**src/rtl/aud_frame_rx_pkg.sv**
```systemverilog
package aud_frame_rx_pkg;

  typedef enum logic {
    CH_LEFT  = 1'b0,
    CH_RIGHT = 1'b1
  } chan_e;

  // Word length code to bit count
  function automatic int unsigned word_bits(input logic [1:0] code);
    case (code)
      2'd0:    return 16;
      2'd1:    return 20;
      2'd2:    return 24;
      default: return 32;
    endcase
  endfunction

endpackage

```
**src/rtl/aud_frame_detect.sv**
```systemverilog
module aud_frame_detect
  import aud_frame_rx_pkg::*;
(
  input  logic  clk_i,
  input  logic  rst_i,
  input  logic  frame_i,
  input  logic  dsp_fmt_i,
  output logic  start_o,
  output chan_e start_chan_o
);

  logic frame_q;
  logic primed_q;

  always_ff @(posedge clk_i) begin
    if (rst_i) begin
      frame_q  <= 1'b0;
      primed_q <= 1'b0;
    end else begin
      frame_q  <= frame_i;
      primed_q <= 1'b1;
    end
  end

  // The first sample after reset only primes the history register
  always_comb begin
    if (dsp_fmt_i) begin
      start_o      = primed_q && frame_i && !frame_q;
      start_chan_o = CH_LEFT;
    end else begin
      start_o      = primed_q && (frame_i != frame_q);
      start_chan_o = chan_e'(frame_i);
    end
  end

endmodule

```
**src/rtl/aud_word_capture.sv**
```systemverilog
module aud_word_capture
  import aud_frame_rx_pkg::*;
#(
  parameter int SAMPLE_W = 32,
  parameter int CNT_W    = $clog2(SAMPLE_W + 1)
) (
  input  logic                clk_i,
  input  logic                rst_i,
  input  logic                sdata_i,
  input  logic                dsp_fmt_i,
  input  logic                dsp_early_i,
  input  logic [1:0]          wlen_i,
  input  logic                start_i,
  input  chan_e               start_chan_i,
  output logic [SAMPLE_W-1:0] word_o,
  output logic                done_left_o,
  output logic                done_right_o,
  output logic                err_o
);

  logic                active_q;
  chan_e               chan_q;
  logic [CNT_W-1:0]    cnt_q;
  logic [SAMPLE_W-1:0] sreg_q;

  logic [CNT_W-1:0]    wl;
  logic [SAMPLE_W-1:0] shifted;
  logic                no_delay;
  logic                finishing;
  logic                legit_overlap;

  always_comb begin
    wl            = CNT_W'(word_bits(wlen_i));
    no_delay      = dsp_fmt_i && dsp_early_i;
    shifted       = {sreg_q[SAMPLE_W-2:0], sdata_i};
    finishing     = active_q && (cnt_q == wl - CNT_W'(1));
    legit_overlap = finishing && !no_delay && (!dsp_fmt_i || chan_q == CH_RIGHT);
    err_o         = start_i && active_q && !legit_overlap;
    done_left_o   = finishing && (chan_q == CH_LEFT) && !err_o;
    done_right_o  = finishing && (chan_q == CH_RIGHT) && !err_o;
    word_o        = shifted << (CNT_W'(SAMPLE_W) - wl);
  end

  always_ff @(posedge clk_i) begin
    if (rst_i) begin
      active_q <= 1'b0;
      chan_q   <= CH_LEFT;
      cnt_q    <= '0;
      sreg_q   <= '0;
    end else if (start_i) begin
      active_q <= 1'b1;
      chan_q   <= start_chan_i;
      if (no_delay) begin
        sreg_q <= shifted;
        cnt_q  <= CNT_W'(1);
      end else begin
        cnt_q  <= '0;
      end
    end else if (active_q) begin
      sreg_q <= shifted;
      if (finishing) begin
        cnt_q <= '0;
        if (dsp_fmt_i && chan_q == CH_LEFT) chan_q <= CH_RIGHT;
        else                                active_q <= 1'b0;
      end else begin
        cnt_q <= cnt_q + CNT_W'(1);
      end
    end
  end


  cnt_range_chk: assert property (@(posedge clk_i) disable iff (rst_i)
    active_q |-> (cnt_q < wl));

endmodule

```
**src/rtl/aud_frame_rx.sv**
```systemverilog
module aud_frame_rx
  import aud_frame_rx_pkg::*;
#(
  parameter int SAMPLE_W = 32
) (
  input  logic                clk_i,
  input  logic                rst_i,
  input  logic                frame_i,
  input  logic                sdata_i,
  input  logic                dsp_fmt_i,
  input  logic                dsp_early_i,
  input  logic [1:0]          wlen_i,
  output logic [SAMPLE_W-1:0] left_o,
  output logic [SAMPLE_W-1:0] right_o,
  output logic                valid_o,
  output logic                frm_err_o
);

  localparam int CNT_W = $clog2(SAMPLE_W + 1);

  logic                start;
  chan_e               start_chan;
  logic [SAMPLE_W-1:0] word;
  logic                done_left;
  logic                done_right;
  logic                cap_err;
  logic [SAMPLE_W-1:0] left_hold_q;
  logic                have_left_q;

  aud_frame_detect u_detect (
    .clk_i        (clk_i),
    .rst_i        (rst_i),
    .frame_i      (frame_i),
    .dsp_fmt_i    (dsp_fmt_i),
    .start_o      (start),
    .start_chan_o (start_chan)
  );

  aud_word_capture #(
    .SAMPLE_W (SAMPLE_W),
    .CNT_W    (CNT_W)
  ) u_capture (
    .clk_i        (clk_i),
    .rst_i        (rst_i),
    .sdata_i      (sdata_i),
    .dsp_fmt_i    (dsp_fmt_i),
    .dsp_early_i  (dsp_early_i),
    .wlen_i       (wlen_i),
    .start_i      (start),
    .start_chan_i (start_chan),
    .word_o       (word),
    .done_left_o  (done_left),
    .done_right_o (done_right),
    .err_o        (cap_err)
  );

  always_ff @(posedge clk_i) begin
    if (rst_i) begin
      left_hold_q <= '0;
      have_left_q <= 1'b0;
      left_o      <= '0;
      right_o     <= '0;
      valid_o     <= 1'b0;
      frm_err_o   <= 1'b0;
    end else begin
      valid_o   <= 1'b0;
      frm_err_o <= cap_err;
      if (cap_err) have_left_q <= 1'b0;
      if (done_left) begin
        left_hold_q <= word;
        have_left_q <= 1'b1;
      end
      if (done_right) begin
        have_left_q <= 1'b0;
        if (have_left_q) begin
          left_o  <= left_hold_q;
          right_o <= word;
          valid_o <= 1'b1;
        end
      end
    end
  end

  logic [SAMPLE_W-1:0] low_mask;
  always_comb low_mask = (SAMPLE_W'(1) << (SAMPLE_W - int'(word_bits(wlen_i)))) - SAMPLE_W'(1);


  valid_pulse_chk: assert property (@(posedge clk_i) disable iff (rst_i)
    valid_o |=> !valid_o);


  out_hold_chk: assert property (@(posedge clk_i) disable iff (rst_i)
    !valid_o |-> ($stable(left_o) && $stable(right_o)));


  err_no_valid_chk: assert property (@(posedge clk_i) disable iff (rst_i)
    frm_err_o |-> !valid_o);


  low_zero_chk: assert property (@(posedge clk_i) disable iff (rst_i)
    valid_o |-> (((left_o | right_o) & low_mask) == '0));

endmodule

```
**config.mk**
```make
export PLATFORM = sky130hd
export DESIGN_NAME = aud_frame_rx
export DESIGN_NICKNAME = d
export VERILOG_FILES = /design/src/rtl/aud_frame_rx_pkg.sv /design/src/rtl/aud_frame_detect.sv /design/src/rtl/aud_word_capture.sv /design/src/rtl/aud_frame_rx.sv
export SDC_FILE = /design/constraint.sdc
export NUM_CORES = 1
export LEC_CHECK = 0
export CAP_MARGIN = 15
export CORE_ASPECT_RATIO = 0.5
export CORE_UTILIZATION = 60
export CTS_BUF_LIST = sky130_fd_sc_hd__clkbuf_4 sky130_fd_sc_hd__clkbuf_8
export CTS_CLUSTER_DIAMETER = 100
export DETAILED_ROUTE_END_ITERATION = 16
export MAX_ROUTING_LAYER = met4
export PLACE_DENSITY = 0.88
export SYNTH_ARGS = -nofsm -noshare
export SYNTH_HDL_FRONTEND = slang
export SYNTH_SLANG_ARGS = --single-unit
```
**constraint.sdc**
```tcl
create_clock -name clk_i -period 4.5 [get_ports clk_i]
set_clock_uncertainty 0.1 [all_clocks]
set_input_delay 0.675 -clock clk_i [delete_from_list [all_inputs] [get_ports clk_i]]
set_output_delay 0.675 -clock clk_i [all_outputs]
set_load 0.02 [all_outputs]
```
## Word-level counts from Yosys, hierarchy flattened

Index checks and enable logic that the tools add are counted.

| cells by class | value |
|---|---|
| equality and inequality tests | 5 |
| reductions and logical operators | 30 |
| muxes and demuxes | 22 |
| add/sub/neg operators | 3 |
| bitwise operators | 2 |
| shift operators | 1 |

Operators with widths:

| operator | count |
|---|---|
| $mux 31 | 3 |
| $shl 32x6->32 | 1 |
| $mux 6 | 3 |
| $pmux 6 s3 | 1 |
| $mux 1 | 15 |
| $logic_and 1x1->1 | 14 |
| $reduce_bool 2->1 | 4 |
| $add 6x1->6 const B | 1 |
| $eq 6x6->1 | 1 |
| $sub 6x1->6 const B | 1 |
| $sub 6x6->6 const A | 1 |
| $logic_not 1->1 | 5 |
| $reduce_and 2->1 | 2 |
| $reduce_or 2->1 | 2 |
| $reduce_and 3->1 | 1 |
| $eq 2x1->1 const B | 1 |
| $eq 2x2->1 const B | 1 |
| $logic_not 2->1 | 1 |
| $ne 2x2->1 const B | 1 |
| $not 1->1 | 2 |
| $logic_or 1x1->1 | 1 |
| $ne 1x1->1 | 1 |

| word-level totals | value |
|---|---|
| logic and storage cells | 75 |
| register bits | 140 |
| output and inout port bits | 66 |

## Depth between registers and ports, before layout

Gate-level depths: netlist (run 1).

| depth | value |
|---|---|
| word-level depth | 13 |
| mapped depth | 9 |
| mapped depth without buffers | 6 |

## Hierarchy

Synthesis (run 1) repeated with hierarchy kept, for this count alone.

| second synthesis, totals | value |
|---|---|
| cell total of the unflattened synthesis | 738 |
| area, all modules | 6601.3 um2 |

Modules (own cells, without submodules):

| module | seq. area each (um2) | area an instance (um2) | times used | cells each |
|---|---|---|---|---|
| aud_frame_rx | 1981.9 | 3940.0 | 1 | 404 |
| aud_word_capture | 780.7 | 2585.0 | 1 | 326 |
| aud_frame_detect | 40.0 | 76.3 | 1 | 8 |

## Least setup slack after synthesis (run 1)

No wires, ideal clock.

| path | value |
|---|---|
| path type | input to register |
| start | input wlen_i[1] |
| end | register left_hold_q[28] |
| path slack | 1.947 ns |
| path buffers | 2 |
| required time | 4.262 ns |
| cell stages on the path | 7 |
| arrival | 2.315 ns |
| cells stage by stage | inv_1 > ha_1 > buf_2 > buf_2 > mux2_2 > a222oi_1 > o22ai_1 |

| on the way | value |
|---|---|
| word-level cells in the longest chain between the ends | 11 |

Ends and longest elaborated chain:

| what | line | text |
|---|---|---|
| start, declared | aud_frame_rx.sv:12 | `input logic [1:0] wlen_i,` |
| $eq 2x2->1 (tied with other cells) | aud_frame_rx_pkg.sv:10 | `case (code)` |
| $pmux 6 s3 * | aud_frame_rx_pkg.sv:10 |  |
| $sub 6x1->6 | aud_word_capture.sv:36 | `finishing = active_q && (cnt_q == wl - CNT_W'(1));` |
| $eq 6x6->1 | aud_word_capture.sv:36 |  |
| $logic_and 1x1->1 | aud_word_capture.sv:36 |  |
| $logic_and 1x1->1 (2 in a row) | aud_word_capture.sv:37 | `legit_overlap = finishing && !no_delay && (!dsp_fmt_i \|\| chan_q == CH_RIGHT);` |
| $logic_not 1->1 | aud_word_capture.sv:38 | `err_o = start_i && active_q && !legit_overlap;` |
| $logic_and 1x1->1 | aud_word_capture.sv:38 |  |
| $logic_not 1->1 | aud_word_capture.sv:39 | `done_left_o = finishing && (chan_q == CH_LEFT) && !err_o;` |
| $logic_and 1x1->1 | aud_word_capture.sv:39 |  |
| end signal, assigned | aud_frame_rx.sv:70 | `left_hold_q <= word;` |
| end, declared | aud_frame_rx.sv:27 | `logic [SAMPLE_W-1:0] left_hold_q;` |

Mark *: on every way between the ends. The rest lies on a longest branch, timed or not.
A chain may end at the register's enable or synchronous reset.

## Worst setup path after layout (run 1)

| path | value |
|---|---|
| start | input wlen_i[0] |
| end | register left_o[9] |

| on the way | value |
|---|---|
| word-level cells in the longest chain between the ends | 12 |

Ends and longest elaborated chain:

| what | line | text |
|---|---|---|
| $eq 2x2->1 (tied with other cells) | aud_frame_rx_pkg.sv:10 |  |
| $pmux 6 s3 * | aud_frame_rx_pkg.sv:10 |  |
| $sub 6x1->6 * | aud_word_capture.sv:36 |  |
| $eq 6x6->1 * | aud_word_capture.sv:36 |  |
| $logic_and 1x1->1 * | aud_word_capture.sv:36 |  |
| $logic_and 1x1->1 (2 in a row) | aud_word_capture.sv:37 |  |
| $logic_not 1->1 | aud_word_capture.sv:38 |  |
| $logic_and 1x1->1 | aud_word_capture.sv:38 |  |
| $logic_not 1->1 | aud_word_capture.sv:40 | `done_right_o = finishing && (chan_q == CH_RIGHT) && !err_o;` |
| $logic_and 1x1->1 * | aud_word_capture.sv:40 |  |
| $reduce_and 2->1 (no source line) * | n/a |  |
| end signal, assigned | aud_frame_rx.sv:76 | `left_o <= left_hold_q;` |
| end, declared | aud_frame_rx.sv:13 | `output logic [SAMPLE_W-1:0] left_o,` |

Marks and branches as above.

==> results.toml, run 1 <==
[final_layout]
final_nets = 724
finalCoreUtilization_pct = 75.48
fillers = 672
final_area_sq_um = 7296
area_delta_synth_final_pct = 19.34
diodes = 0
drive_above_1_share_pct = 8.702

[sta]
setup_viol = 0
fin_crit_ps = 2958
tightest_slew_ps = 1030
hold_violations = 0
fmax_mhz = 338.0
tns_ps = 0
fin_ws_ps = 1542
max_slew_margin_pct = 31.32
grt_setup_unrepaired = "no"
period_share_pct = 65.74
finalMaxSlewViolations = 0

[critical_path]
endpoint_kind = "flop"
worstPathMaxFanout = 37
critPathLaunchType = "primary input"
timing.rr.end = "left_o[9]"
worstPathCellList = "clkdlybuf4s50_1 > inv_1 > ha_1 > xnor2_1 > nor4_4 > and3_2 > buf_12 > mux2i_1"
ff2ff_path_depth = 6
r2r_slack_ps = 2190
crit_type = "in -> reg"
slowest_stage = "nor4_4"
cp-startpoint = "wlen_i[0]"
cpPeakStageDelay_ps = 540
path_delay_family = "simple AND/OR/NAND/NOR gates"
required_ps = 4780
worstPathArrival_ps = 3240
critPathBufInv = 3
r2r_start = "u_capture.cnt_q[0]"

[logic_synthesis]
syn_inst = 659
synth-edff-count = 0
syn_area_sq_um = 6113
synth_cell_type_count = 51
syn_nets = 672
ys_warn_count = 0
synthArstFlopShare_pct = 0
synth_flop_cell = "dfxtp_1"
syn_area_per_cell_sq_um = 9.277
synth_seq_area_share_pct = 45.85
synth-seq-cells = 140

[floorplan]
die_h_um = 73.38
initial_core_util_pct = 63.25
die-area_sq_um = 10620
num_rows = 25
ios = 74
fp.dieW_um = 144.8
core_sq_um = 9666

[placement]
pre_cts_ws_ps = 1119
placed_area_sq_um = 6847
io_buffers = 73
dp_hpwl_um = 10260
place_congestion = 0.9204

[flow_run]
maxCapViolCount = 0

[power_and_ir_drop]
power_density_nw_per_um2 = 347.8
p_leak_nw = 2.567
ir_drop_mv = 0.2163

[clocking]
cts_made_buffers = 17
postCtsSetupRepairBufs = 0
cts_resized = 0
worstSkewPairLatency_ps = 450
cts_tree = "built"
cts_buffer_depth = 2
cts.sinks = 140
cts_hold_buf = 0
htreeDepth = 4
cts_root_buf = "clkbuf_8"
clk_pin_slew_ps = 80

[routing]
firstDrtPassIters = 5
drc_errors = 0
drt_iter0_drc = 534
wire_per_inst_um = 18.10
vias = 5244
ant_nets = 0
viasPerCell = 6.105
routed_wl_um = 15550

[worst_hold_path]
hold_class = "reg -> reg"
hold_path_end = "left_o[11]"
worst_hold_startpoint = "left_o[11]"
hold_depth = 2

[global_route]
overflow = 0
grt_pass1_vias = 4742
grt_pass1_wl_um = 24560
grt_usage_pct = 31.80
antenna_found_initial = 0
grt_max_degree = 62

[run_status]
outcome = "completed"
worst min-delay path: cells and delay by family (launching register included):
kind / cells / cell delay, ps
flip-flops: 1 / 320
multiplexers: 1 / 50
AND/OR/NAND/NOR: 1 / 50
cell usage after synthesis (all sizes together) (8+ instances only):
| master | instances | area [sq um] |
|---|---|---|
| nand3b | 8 | 60.06 |
| a21oi | 44 | 220.2 |
| buf | 16 | 126.4 |
| inv | 24 | 90.08 |
| clkbuf | 35 | 131.4 |
| mux2i | 83 | 830.8 |
| nand2 | 97 | 364.1 |
| o32ai | 16 | 140.1 |
| o21ai | 53 | 265.3 |
| nand3 | 39 | 205.2 |
| o22ai | 16 | 100.1 |
| nor2 | 10 | 37.54 |
| dfxtp | 140 | 2803 |
how the worst max path moves through the flow:
stage	endpoint	slack, ps	cells past startpoint
floorplan	left_hold_q[28]	1950	7
global placement	right_o[31]	1150	7
detailed placement	left_o[15]	1120	8
CTS	left_o[16]	1580	8
global route	left_o[28]	1430	8
finish	left_o[9]	1540	8
metal layers:
layer / GRT usage, % / vias up / part of all wire [%]
li1: - / 2473 / -
met1: 42.31 / 2533 / 45
met2: 47.33 / 215 / 45
met3: 9.126 / 23 / 8.0
met4: 8.538 / 0 / 1.6
met5: - / - / 0
power breakdown:
group / total (mW) / leakage [nW] / internal [mW] / switching, mW
Combinational: 0.145 / 1.22 / 0.0432 / 0.102
Sequential: 1.25 / 1.13 / 1.24 / 0.00607
Clock: 1.14 / 0.220 / 0.623 / 0.522
Total: 2.54 / 2.57 / 1.91 / 0.630
layout by cell type, fill, tap and decap left out, types with 10 or more instances in the layout:
| cell | Yosys | layout |
|---|---|---|
| a21oi_1 | 44 | 44 |
| buf_4 | 4 | 10 |
| clkbuf_8 | 0 | 17 |
| clkdlybuf4s50_1 | 0 | 72 |
| dfxtp_1 | 140 | 140 |
| inv_1 | 23 | 23 |
| mux2i_1 | 83 | 83 |
| nand2_1 | 97 | 97 |
| nand3_1 | 37 | 37 |
| nor2_1 | 10 | 10 |
| o21ai_0 | 52 | 52 |
| o22ai_1 | 16 | 16 |
| o32ai_1 | 16 | 16 |
kinds of logic (layout without fill, tap and decap cells):
family,after synthesis,count (layout),synth area share (%)
and+or+nand+nor,177,177,13.94
AOI/OAI and AO/OA,162,162,16.29
adders and majority gates,5,5,1.023
buffers and inverters,75,140,5.690
xor gates and xnor gates,6,6,0.8596
muxes,94,94,16.35
DFF,140,140,45.85
registers in the layout, indices dropped and copies added (netlist names):
| name | count |
|---|---|
| right_o | 32 |
| left_hold_q | 32 |
| u_capture.sreg_q | 31 |
| u_capture.active_q | 1 |
| valid_o | 1 |
| have_left_q | 1 |
| u_capture.chan_q | 1 |
| u_capture.cnt_q | 6 |
| u_detect.primed_q | 1 |
| u_detect.frame_q | 1 |
| left_o | 32 |
| frm_err_o | 1 |
metrics by stage:
stage               hold WS [ps]  power (mW)  std cells
floorplan                  341.3       1.381        659
global placement           343.1       1.415        827
detailed placement         348.1       1.417        827
CTS                        364.1       2.544        859
global route               389.6       2.611        859
finish                     360.6       2.537        859
area by class of cell:
| cell class | instances | area [sq um] | area share (%) |
|---|---|---|---|
| Clock buffer | 18 | 241.5 | 3.310 |
| Clock inverter | 14 | 207.7 | 2.847 |
| Inverter | 24 | 90.09 | 1.235 |
| Multi-Input combinational cell | 444 | 2964 | 40.63 |
| Sequential cell | 140 | 2803 | 38.42 |
| Tap cell | 135 | 168.9 | 2.315 |
| Timing Repair Buffer | 84 | 820.8 | 11.25 |
Note: power is estimated with default switching activity, not from simulation.
==> run 2, diff against run 1 <==
--- a/config.mk
+++ b/config.mk
@@ -7,12 +7,12 @@
 export LEC_CHECK = 0
 export CAP_MARGIN = 15
 export CORE_ASPECT_RATIO = 0.5
-export CORE_UTILIZATION = 60
+export CORE_UTILIZATION = 58
 export CTS_BUF_LIST = sky130_fd_sc_hd__clkbuf_4 sky130_fd_sc_hd__clkbuf_8
 export CTS_CLUSTER_DIAMETER = 100
 export DETAILED_ROUTE_END_ITERATION = 16
 export MAX_ROUTING_LAYER = met4
-export PLACE_DENSITY = 0.88
+export PLACE_DENSITY = 0.86
 export SYNTH_ARGS = -nofsm -noshare
 export SYNTH_HDL_FRONTEND = slang
 export SYNTH_SLANG_ARGS = --single-unit
==> constraint.sdc (replaced) <==
create_clock -name clk_i -period 3.03 [get_ports clk_i]
set_clock_uncertainty 0.1 [all_clocks]
set_input_delay 0.4545 -clock clk_i [delete_from_list [all_inputs] [get_ports clk_i]]
set_output_delay 0.4545 -clock clk_i [all_outputs]
set_load 0.02 [all_outputs]
==> run 2 against run 1 <==
  * Clock power rose by 45%
  * Utilization fell by 2.4 points
  * Combinational power grew 64%
  * Hold slack improved by 2.3 ps
  * Global-route usage is 2.1 points lower
  * Count of clock-buffer cells in the layout unchanged
  * Cell area rose by 2.3%
  * Via count grew 0.95%
  * First-iteration DRC count down 2.4%
  * Sequential power grew 48%
  * Non-clock buffer count rose by 14
  * Worst setup slack got worse by 1100 ps
==> results.toml, run 2 (synthesis gave the netlist of run 1 again) <==
[global_route]
grt_pass1_wl_um = 24120
antenna_found_initial = 0
grt_max_degree = 43
overflow = 0
grt_usage_pct = 29.71
grt_pass1_vias = 4649

[power_and_ir_drop]
power_density_nw_per_um2 = 500.4
pwr-share-seq_pct = 49.6
power_switching_mw = 0.9030
clkPwrFrac_pct = 44.0
combPwrFrac_pct = 6.4
swShare_pct = 24.17
p_int_mw = 2.833
ir_drop_mv = 0.3478
total_power_mw = 3.736
p_leak_nw = 2.642

[critical_path]
r2r_slack_ps = 930
critPathBufInv = 4
slowest_stage = "clkdlybuf4s50_1"
path_delay_family = "buffers and inverters"
worstPathMaxFanout = 25
critPathLaunchType = "primary input"
crit_type = "in -> reg"
worstPathCellList = "clkdlybuf4s50_1 > inv_1 > ha_1 > buf_12 > buf_12 > mux2i_1 > o21ai_0 > o21ai_0 > o22ai_1"
endpoint_kind = "flop"
worstPathArrival_ps = 2830
required_ps = 3230
cpPeakStageDelay_ps = 530

[routing]
firstDrtPassIters = 5
routed_wl_um = 15610
vias = 5294
drc_errors = 0
wire_per_inst_um = 17.80
drt_iter0_drc = 521
ant_nets = 0
viasPerCell = 6.036

[final_layout]
final_common_cell = "dfxtp_1"
final_area_sq_um = 7467
diodes = 0
area_delta_synth_final_pct = 22.14
final_nets = 738
layout_common_cells = "140 x dfxtp_1, 97 x nand2_1, 83 x mux2i_1"
reg_top3 = "left_hold_q x32, left_o x32, right_o x32"
drive_above_1_share_pct = 10.31

[clocking]
clk_pin_slew_ps = 80
worstSkewPairLatency_ps = 450
cts.sinks = 140
cts_made_buffers = 17
postCtsSetupRepairBufs = 0
htreeDepth = 4
cts_buffer_depth = 2
cts_tree = "built"
cts_hold_buf = 0
cts_resized = 0
cts_root_buf = "clkbuf_8"

[sta]
fmax_mhz = 380.9
finalHoldWorstSlack_ps = 362.9
tns_ps = 0
tightest_slew_ps = 684.8
fin_crit_ps = 2625
fin_ws_ps = 404.5
finalMaxSlewViolations = 0
max_slew_margin_pct = 54.28
period_share_pct = 86.65
grt_setup_unrepaired = "no"
hold_violations = 0
setup_viol = 0

[floorplan]
fp.dieW_um = 147.2
ios = 74
die_h_um = 74.60
num_rows = 26
initial_core_util_pct = 59.85
core_sq_um = 10210
die-area_sq_um = 10980

[worst_hold_path]
hold_class = "reg -> reg"

[run_status]
outcome = "completed"

[placement]
place_congestion = 0.9067
dp_hpwl_um = 10810
placed_area_sq_um = 7033
pre_cts_ws_ps = 8.868
io_buffers = 73

[flow_run]
maxCapViolCount = 0
[run 2: cell count changes in the layout (fill, tap and decap cells not counted), sizes merged]
cell and change:
clkinvlp +3, buf +14, inv -4
[run 2: final cells by class]
| type | count | area (sq um) |
|---|---|---|
| Fill cell | 760 | 2748 |
| Sequential cell | 140 | 2803 |
| Timing Repair Buffer | 98 | 1001 |
| Clock inverter | 13 | 192.7 |
| Clock buffer | 18 | 241.5 |
| Multi-Input combinational cell | 444 | 2964 |
| Inverter | 24 | 90.09 |
| Tap cell | 140 | 175.2 |
[run 2: final timing paths]
kind,from,endpoint,cells after the start
max,wlen_i[0],left_hold_q[19],9
min reg2reg,left_o[21],left_o[21],2
min,left_o[21],left_o[21],2
max reg2reg,u_capture.cnt_q[0],left_hold_q[11],7
[run 2: metrics by stage]
step	cells	utilization (%)
final	877	73.10
after global routing	877	73.10
after CTS	877	73.10
after detailed placement	846	68.85
after global placement	846	68.85
after floorplan	659	-
[run 2: metal layers]
layer / global-route usage, % / vias to the layer above / wire length (um)
li1: - / 2510 / -
met1: 39.57 / 2536 / 7119
met2: 44.92 / 221 / 7117
met3: 5.583 / 27 / 1137
met4: 11.91 / 0 / 239
met5: - / - / 0
[run 2: worst min-delay path, stage by stage (launching register included)]
cell and delay [ps]:
dfxtp_1 320, nand2_1 50, mux2i_1 50
[run 2: power groups by stage]
stage	Combinational (mW)	Sequential (mW)	Clock, mW
2_1_floorplan	0.158	1.89	0
4_1_cts	0.234	1.85	1.66
3_3_place_gp	0.231	1.90	0
6_report	0.238	1.85	1.65
5_1_grt	0.255	1.85	1.74
3_5_place_dp	0.233	1.90	0
==> run 3, diff against run 2 <==
--- a/config.mk
+++ b/config.mk
@@ -7,12 +7,12 @@
 export LEC_CHECK = 0
 export CAP_MARGIN = 15
 export CORE_ASPECT_RATIO = 0.5
-export CORE_UTILIZATION = 58
+export CORE_UTILIZATION = 55
 export CTS_BUF_LIST = sky130_fd_sc_hd__clkbuf_4 sky130_fd_sc_hd__clkbuf_8
 export CTS_CLUSTER_DIAMETER = 100
 export DETAILED_ROUTE_END_ITERATION = 16
 export MAX_ROUTING_LAYER = met4
-export PLACE_DENSITY = 0.86
+export PLACE_DENSITY = 0.82
 export SYNTH_ARGS = -nofsm -noshare
 export SYNTH_HDL_FRONTEND = slang
 export SYNTH_SLANG_ARGS = --single-unit
==> run 3 against run 2 <==
  * Sequential cell count is the same
  * Total power shrank 1.3%
  * Non-clock buffer count shrank 2
  * Critical endpoint unchanged
  * Largest cell class unchanged
==> results.toml, run 3 (synthesis gave the netlist of run 1 again) <==
[critical_path]
crit_type = "in -> reg"
critPathLaunchType = "primary input"
worstPathArrival_ps = 2800
ff2ff_path_depth = 6
worstPathMaxFanout = 31
endpoint_kind = "flop"
required_ps = 3230

[clocking]
cts_root_buf = "clkbuf_8"
cts_made_buffers = 17
worstSkewPairLatency_ps = 440
cts_hold_buf = 0
cts_tree = "built"
cts_buffer_depth = 2
htreeDepth = 4
postCtsSetupRepairBufs = 0
cts.sinks = 140
clk_pin_slew_ps = 80
cts_resized = 0

[final_layout]
drive_above_1_share_pct = 10.19
reg_top3 = "left_hold_q x32, left_o x32, right_o x32"
area_delta_synth_final_pct = 21.51
layout_common_cells = "140 x dfxtp_1, 97 x nand2_1, 83 x mux2i_1"
fillers = 789
regArea_sq_um = 2803
final_common_cell = "dfxtp_1"
final_nets = 736
diodes = 0
final_area_sq_um = 7428
multi_input_area_sq_um = 2964

[sta]
tns_ps = 0
finalHoldWorstSlack_ps = 357.9
finalMaxSlewViolations = 0
tightest_slew_ps = 596.1
period_share_pct = 85.79
max_slew_margin_pct = 60.26
fin_crit_ps = 2600
setup_viol = 0
grt_setup_unrepaired = "no"
hold_violations = 0
fmax_mhz = 384.7

[routing]
vias = 5243
ant_nets = 0
drt_iter0_drc = 596
drc_errors = 0
wire_per_inst_um = 17.35
viasPerCell = 5.985
firstDrtPassIters = 5
routed_wl_um = 15200

[power_and_ir_drop]
ir_drop_mv = 0.3348
pwr-share-seq_pct = 50.2
total_power_mw = 3.688
combPwrFrac_pct = 6.3
p_int_mw = 2.763
power_density_nw_per_um2 = 496.5
power_switching_mw = 0.9247
p_leak_nw = 2.627
swShare_pct = 25.07
clkPwrFrac_pct = 43.5

[run_status]
outcome = "completed"

[floorplan]
ios = 74
die_h_um = 76.55
core_sq_um = 10510
initial_core_util_pct = 58.18
fp.dieW_um = 151.1
num_rows = 26
die-area_sq_um = 11570

[flow_run]
maxCapViolCount = 0

[global_route]
overflow = 0
grt_usage_pct = 28.12
grt_pass1_vias = 4779
grt_pass1_wl_um = 24700
grt_max_degree = 56
antenna_found_initial = 0

[worst_hold_path]
hold_class = "reg -> reg"
hold_depth = 2

[placement]
placed_area_sq_um = 7005
dp_hpwl_um = 10280
io_buffers = 73
place_congestion = 0.9199
## run 3: power by group through the flow
stage / combinational, mW / clock (mW) / sequential, mW
final: 0.233 / 1.60 / 1.85
after global routing: 0.251 / 1.71 / 1.85
after CTS: 0.229 / 1.63 / 1.85
after detailed placement: 0.227 / 0 / 1.90
after global placement: 0.226 / 0 / 1.90
after floorplan: 0.158 / 0 / 1.89
## run 3: final cells by class
cell class                 instances  area share [%]
clock buffer                      18           3.251
clock inverter                    14           2.442
inverter                          24           1.213
multi-input combinational        444           39.90
sequential                       140           37.73
tap                              140           2.358
timing repair buffer              96           13.10
## run 3: stage by stage
stage	setup WS, ps	utilization (%)	instances
global placement	79.43	66.67	844
floorplan	697.9	-	659
detailed placement	35.57	66.67	844
finish	430.4	70.70	876
CTS	482.2	70.70	876
global route	262.4	70.70	876
## run 3: final timing paths
path	slack, ps	from	end
setup / recovery	430	wlen_i[0]	left_hold_q[19]
hold / removal	360	left_o[27]	left_o[27]
setup reg to reg	1020	u_capture.cnt_q[0]	left_o[15]
hold reg to reg	360	left_o[27]	left_o[27]
## run 3: worst max-delay path, stage by stage
cell and delay [ps]:
clkdlybuf4s50_1 540, inv_1 70, ha_1 360, buf_12 220, buf_4 200, mux2i_1 230
o21ai_0 90, o21ai_0 460, o22ai_1 160
## run 3: per-layer routing
metal | vias to the layer above | wire length [um] | track usage [%]
met5 | - | 0 | -
met4 | 0 | 115 | 6.300
met3 | 9 | 1059 | 6.287
met2 | 190 | 6833 | 40.78
met1 | 2535 | 7193 | 39.67
li1 | 2509 | - | -
